$ cat config.mk
export PLATFORM = sky130hd
export DESIGN_NAME = ifetch_prefetch
export DESIGN_NICKNAME = d
export VERILOG_FILES = /design/src/rtl/ifp_pkg.sv /design/src/rtl/ifp_queue.sv /design/src/rtl/ifp_track.sv /design/src/rtl/ifp_pc.sv /design/src/rtl/ifetch_prefetch.sv
export SDC_FILE = /design/constraint.sdc
export NUM_CORES = 1
export LEC_CHECK = 0
export BUFFER_PORTS_ARGS = -buffer_cell sky130_fd_sc_hd__buf_4
export CORE_MARGIN = 2
export CORE_UTILIZATION = 56
export DETAILED_ROUTE_END_ITERATION = 6
export PLACE_DENSITY = 0.84
export SYNTH_ARGS = -nofsm -noshare
export SYNTH_HDL_FRONTEND = slang
export SYNTH_SLANG_ARGS = --single-unit
$ cat constraint.sdc
create_clock -name clk -period 4.65 [get_ports clk]
set_clock_uncertainty 0.1 [all_clocks]
set_input_delay 0.6975 -clock clk [delete_from_list [all_inputs] [get_ports clk]]
set_output_delay 0.6975 -clock clk [all_outputs]
set_load 0.005 [all_outputs]
$ cat src/rtl/ifp_pkg.sv
package ifp_pkg;
    localparam int XLEN = 32;
    typedef logic [XLEN-1:0] word_t;

    typedef struct packed {
        word_t pc;
        word_t instr;
    } fetch_entry_t;
endpackage

$ cat src/rtl/ifp_queue.sv
module ifp_queue
    import ifp_pkg::*;
#(
    parameter int DEPTH = 2,
    localparam int PW = (DEPTH > 1) ? $clog2(DEPTH) : 1,
    localparam int CW = $clog2(DEPTH + 1)
) (
    input  logic         clk,
    input  logic         rst_n,
    input  logic         flush,
    input  logic         push,
    input  fetch_entry_t push_data,
    input  logic         pop,
    output fetch_entry_t head,
    output logic [CW-1:0] count
);
    typedef struct packed {
        fetch_entry_t [DEPTH-1:0] slot;
        logic [PW-1:0]            rd;
        logic [PW-1:0]            wr;
        logic [CW-1:0]            cnt;
    } q_state_t;

    q_state_t q_q, q_d;

    function automatic logic [PW-1:0] step_ptr(input logic [PW-1:0] p);
        return (p == PW'(DEPTH - 1)) ? '0 : p + PW'(1);
    endfunction

    always_comb begin
        q_d = q_q;
        if (flush) begin
            q_d.rd  = '0;
            q_d.wr  = '0;
            q_d.cnt = '0;
        end else begin
            if (push) begin
                q_d.slot[q_q.wr] = push_data;
                q_d.wr           = step_ptr(q_q.wr);
            end
            if (pop) begin
                q_d.rd = step_ptr(q_q.rd);
            end
            q_d.cnt = q_q.cnt + CW'(push) - CW'(pop);
        end
    end

    always_ff @(posedge clk) begin
        if (!rst_n) q_q <= '0;
        else        q_q <= q_d;
    end

    assign head  = q_q.slot[q_q.rd];
    assign count = q_q.cnt;
endmodule

$ cat src/rtl/ifp_track.sv
module ifp_track #(
    parameter int MAX_OUT = 4,
    localparam int OW = $clog2(MAX_OUT + 1)
) (
    input  logic          clk,
    input  logic          rst_n,
    input  logic          gnt_fire,
    input  logic          rvalid,
    input  logic          redirect,
    output logic          keep,
    output logic [OW-1:0] live,
    output logic [OW-1:0] stale
);
    typedef struct packed {
        logic [OW-1:0] live;
        logic [OW-1:0] stale;
    } trk_state_t;

    trk_state_t t_q, t_d;
    logic       drop;

    always_comb begin
        drop = rvalid && (t_q.stale != '0);
        keep = rvalid && (t_q.stale == '0);
        t_d.live  = t_q.live + OW'(gnt_fire) - OW'(keep);
        t_d.stale = t_q.stale - OW'(drop);
        if (redirect) begin
            t_d.stale = t_d.stale + t_d.live;
            t_d.live  = '0;
        end
    end

    always_ff @(posedge clk) begin
        if (!rst_n) t_q <= '0;
        else        t_q <= t_d;
    end

    assign live  = t_q.live;
    assign stale = t_q.stale;
endmodule

$ cat src/rtl/ifp_pc.sv
module ifp_pc
    import ifp_pkg::*;
(
    input  logic  clk,
    input  logic  rst_n,
    input  logic  gnt_fire,
    input  logic  push,
    input  logic  redirect,
    input  word_t target,
    output word_t fetch_pc,
    output word_t resp_pc
);
    typedef struct packed {
        word_t fpc;
        word_t rpc;
    } pc_state_t;

    pc_state_t p_q, p_d;
    word_t     aligned;

    always_comb begin
        aligned = target & ~word_t'(3);
        p_d     = p_q;
        if (redirect) begin
            p_d.fpc = aligned;
            p_d.rpc = aligned;
        end else begin
            if (gnt_fire) p_d.fpc = p_q.fpc + word_t'(4);
            if (push)     p_d.rpc = p_q.rpc + word_t'(4);
        end
    end

    always_ff @(posedge clk) begin
        if (!rst_n) p_q <= '0;
        else        p_q <= p_d;
    end

    assign fetch_pc = p_q.fpc;
    assign resp_pc  = p_q.rpc;
endmodule

$ cat src/rtl/ifetch_prefetch.sv
module ifetch_prefetch
    import ifp_pkg::*;
#(
    parameter int DEPTH   = 2,
    parameter int MAX_OUT = 4,
    localparam int CW = $clog2(DEPTH + 1),
    localparam int OW = $clog2(MAX_OUT + 1)
) (
    input  logic        clk,
    input  logic        rst_n,
    output logic        mem_req,
    output logic [31:0] mem_addr,
    input  logic        mem_gnt,
    input  logic        mem_rvalid,
    input  logic [31:0] mem_rdata,
    input  logic        redir_valid,
    input  logic [31:0] redir_addr,
    output logic        dec_valid,
    output logic [31:0] dec_instr,
    output logic [31:0] dec_pc,
    input  logic        dec_ready
);
    logic          gnt_fire, keep, push, pop;
    logic [OW-1:0] live, stale;
    logic [CW-1:0] occ;
    word_t         fetch_pc, resp_pc;
    fetch_entry_t  head, in_entry;

    always_comb begin
        dec_valid = (occ != '0) && !redir_valid;
        pop       = dec_valid && dec_ready;
        mem_req   = !redir_valid
                 && ((int'(occ) + int'(live)) < (DEPTH + int'(pop)))
                 && ((int'(live) + int'(stale)) < MAX_OUT);
        gnt_fire  = mem_req && mem_gnt;
        push      = keep && !redir_valid;
        in_entry  = '{pc: resp_pc, instr: mem_rdata};
    end

    assign mem_addr  = fetch_pc;
    assign dec_instr = head.instr;
    assign dec_pc    = head.pc;

    ifp_pc u_pc (
        .clk      (clk),
        .rst_n    (rst_n),
        .gnt_fire (gnt_fire),
        .push     (push),
        .redirect (redir_valid),
        .target   (redir_addr),
        .fetch_pc (fetch_pc),
        .resp_pc  (resp_pc)
    );

    ifp_track #(.MAX_OUT(MAX_OUT)) u_track (
        .clk      (clk),
        .rst_n    (rst_n),
        .gnt_fire (gnt_fire),
        .rvalid   (mem_rvalid),
        .redirect (redir_valid),
        .keep     (keep),
        .live     (live),
        .stale    (stale)
    );

    ifp_queue #(.DEPTH(DEPTH)) u_queue (
        .clk       (clk),
        .rst_n     (rst_n),
        .flush     (redir_valid),
        .push      (push),
        .push_data (in_entry),
        .pop       (pop),
        .head      (head),
        .count     (occ)
    );
endmodule

==> metrics <==
Max clock buf depth=2; PortBufs=~160; Post-Syn Instances=approximately 1100; Worst setup SP type=flip-flop; H-tree level count=4; vias=8248; Worst R2R Start=u_track.live[0]$_SDFF_PP0_; DR pass1 iterations=5; drc violations=0; register area share after synthesis=43.4%; CTS tree=yes; final hold violation count=0; vias in the first global route=approximately 7500; fin cells=1447; Mapped Area=8950 um^2; first-pass GRT wire length=36.7 mm; later-pin clock latency in the skew report=0.44 ns; Slew @ Worst Pin=0.728 ns; initial antenna violation count=0; #FFs+latches synth=194; Total Die Area=17000 um^2; Setup violations, final=0; warnings from Yosys=0; worst-path maximum fanout=3; P_leak=between 4 and 5 nW; Clock Sinks=roughly 190; Hold WS=0.351 ns; max_cap viols=0; total CTS buffers=17; fraction of layout cells with a size suffix above 1=a little under a quarter; peak supply drop=318 uV; cts repair resizes=0; dpl hpwl=14.8 mm; Hold Crit Endpoint=u_queue.q_q[74]$_SDFFE_PN0P_; Slew Limit Fails=0; PwrDens=~390 nW/um^2; commonest cells after routing, fill and taps aside=nand2_1, dfxtp_1, buf_4, a21oi_1, mux2_2; Final #Nets=about 1300; setup slack, reg-to-reg=1.16 ns; Setup CP Type=flip-flop to flip-flop; Total Routing Usage GR=26.9%; DRT Wirelength=23.1 mm; RSZ-0062 raised after global routing=false; headroom to the max-slew limit=51.5%; ANT cells=0; largest net degree at the start of global routing=75; RR Endpoint=u_track.stale[2]$_SDFF_PN0_; Vias per Instance=5.70; status=finished, final reports clean; die width=130 um; Initial DRC Count=~700; Setup TNS=0 ns; setup bufs post-CTS=0; dpl ws=about 0.78 ns; clk root buf=clkbuf_16; Core Area=approximately 16000 um^2; syn avg cell area=between 8 and 9 um^2; Final period util=75.0%; GPL Wtd Cong=0.877; CTS Hold Buffers Added=0; Layout area overhead=20.6%; HP Start=u_queue.q_q[74]$_SDFFE_PN0P_; clock slew at reported path FFs=0.07 ns; Starting Density=56.7%; number of synthesized flops with an enable pin=0; fraction of registers with async set/reset=0%; hold depth=2; Pwr Total=4.16 mW; overflow left after global routing=0; R2R depth=11; Worst EP arrival=3.74 ns; Yosys cell types=between 50 and 60; I/O pin count=168; min-delay worst type=flip-flop to flip-flop; worst setup margin=1.16 ns; element type at the critical path end=flip-flop; DR WL/cell=about 16 um; die height=~130 um; Achievable Freq=0.287 GHz; commonest non-fill, non-tap cell in the layout=nand2_1; Post-synth top flop=dfxtp_1; CP required=4.91 ns; row count=46; Placed Cells=about 1400; remaining antenna violation count=0; Tmin final=between 3 and 4 ns
## flip-flops by register name, summed over array words and instances, names as in the netlist
signal / count
u_pc.resp_pc: 30
u_track.live: 3
u_queue.q_q: 126
u_track.stale: 3
u_pc.fetch_pc: 30
u_queue.count: 2
## cell usage after synthesis (4+ instances only)
cell type / n / area share, %
o22ai_1: 5 / 0.35
nand3_1: 16 / 0.89
nand2_1: 292 / 12
o31ai_1: 6 / 0.50
xor2_1: 9 / 0.88
xnor2_1: 27 / 2.6
inv_1: 29 / 1.2
nor3_1: 24 / 1.3
o21ai_0: 31 / 1.7
nor4_1: 7 / 0.49
a31oi_1: 16 / 1.1
o311ai_0: 5 / 0.49
and3_1: 9 / 0.63
dfxtp_1: 194 / 43
o31a_1: 6 / 0.59
buf_4: 4 / 0.34
a211oi_1: 5 / 0.42
clkbuf_1: 74 / 3.1
and2_1: 6 / 0.42
nand4_1: 19 / 1.3
and4_1: 6 / 0.59
ha_1: 13 / 1.8
or4_1: 12 / 1.0
a21oi_1: 163 / 9.1
nor2_1: 18 / 0.75
mux2_2: 62 / 7.8
## power breakdown
| group | total (mW) | internal, mW | switching, mW |
|---|---|---|---|
| Clock | 1.48 | 0.859 | 0.622 |
| Combinational | 0.805 | 0.355 | 0.450 |
| Sequential | 1.88 | 1.77 | 0.103 |
| Total | 4.16 | 2.99 | 1.17 |
## per-stage QoR
stage	util [%]	area (um^2)
4_1_cts	68.4	10800
3_3_place_gp	64.7	10200
5_1_grt	68.4	10800
6_report	68.4	10800
3_5_place_dp	64.7	10200
2_1_floorplan	-	8960
## worst max-delay path, cell delays in order, from the launching register on
cell,delay [ns]
dfxtp_1,0.34
ha_1,0.23
fa_1,0.48
a221oi_1,0.39
nand4_1,0.20
clkinv_1,0.10
ha_1,0.16
fa_1,0.46
fa_1,0.46
xor2_1,0.19
and3_1,0.18
nor3_1,0.12
## worst max path at each step
stage,endpoint,slack (ns),start
after floorplan,u_track.stale[2]$_SDFF_PN0_,0.93,redir_valid
final,u_track.stale[2]$_SDFF_PN0_,1.16,u_track.live[0]$_SDFF_PP0_
after global placement,u_track.stale[2]$_SDFF_PN0_,0.95,redir_valid
after global routing,u_track.stale[2]$_SDFF_PN0_,1.04,u_track.stale[2]$_SDFF_PN0_
after detailed placement,u_track.stale[2]$_SDFF_PN0_,0.78,redir_valid
after CTS,u_track.stale[2]$_SDFF_PN0_,1.19,u_track.stale[2]$_SDFF_PN0_
## kinds of logic (layout without fill, tap and decap cells)
| family | count (synthesis) | after routing | synth area share (%) |
|---|---|---|---|
| AOI/OAI and AO/OA | 260 | 260 | 16.5 |
| xor gates and xnor gates | 36 | 36 | 3.52 |
| adders and majority gates | 16 | 16 | 2.49 |
| buffers and inverters | 116 | 235 | 5.12 |
| DFF | 194 | 194 | 43.4 |
| muxes | 63 | 63 | 7.91 |
| other | 1 | 4 | 0.0419 |
| and+or+nand+nor | 423 | 423 | 21.0 |
## final cells by class
class / instances / area (um^2)
multi-input cells: 802 / 4630
repair buffers: 172 / 1290
inverters: 32 / 123
fillers: 1321 / 4980
flip-flops and latches: 194 / 3880
clock buffers: 22 / 494
clock inverters: 9 / 103
well taps: 216 / 270
## per-layer routing
layer	routed length, um	global-route usage (%)
met5	0	0
met4	559	9.82
met3	1290	5.86
met2	11200	44.5
met1	10100	34.7
Power figures use the tool's default switching activity.
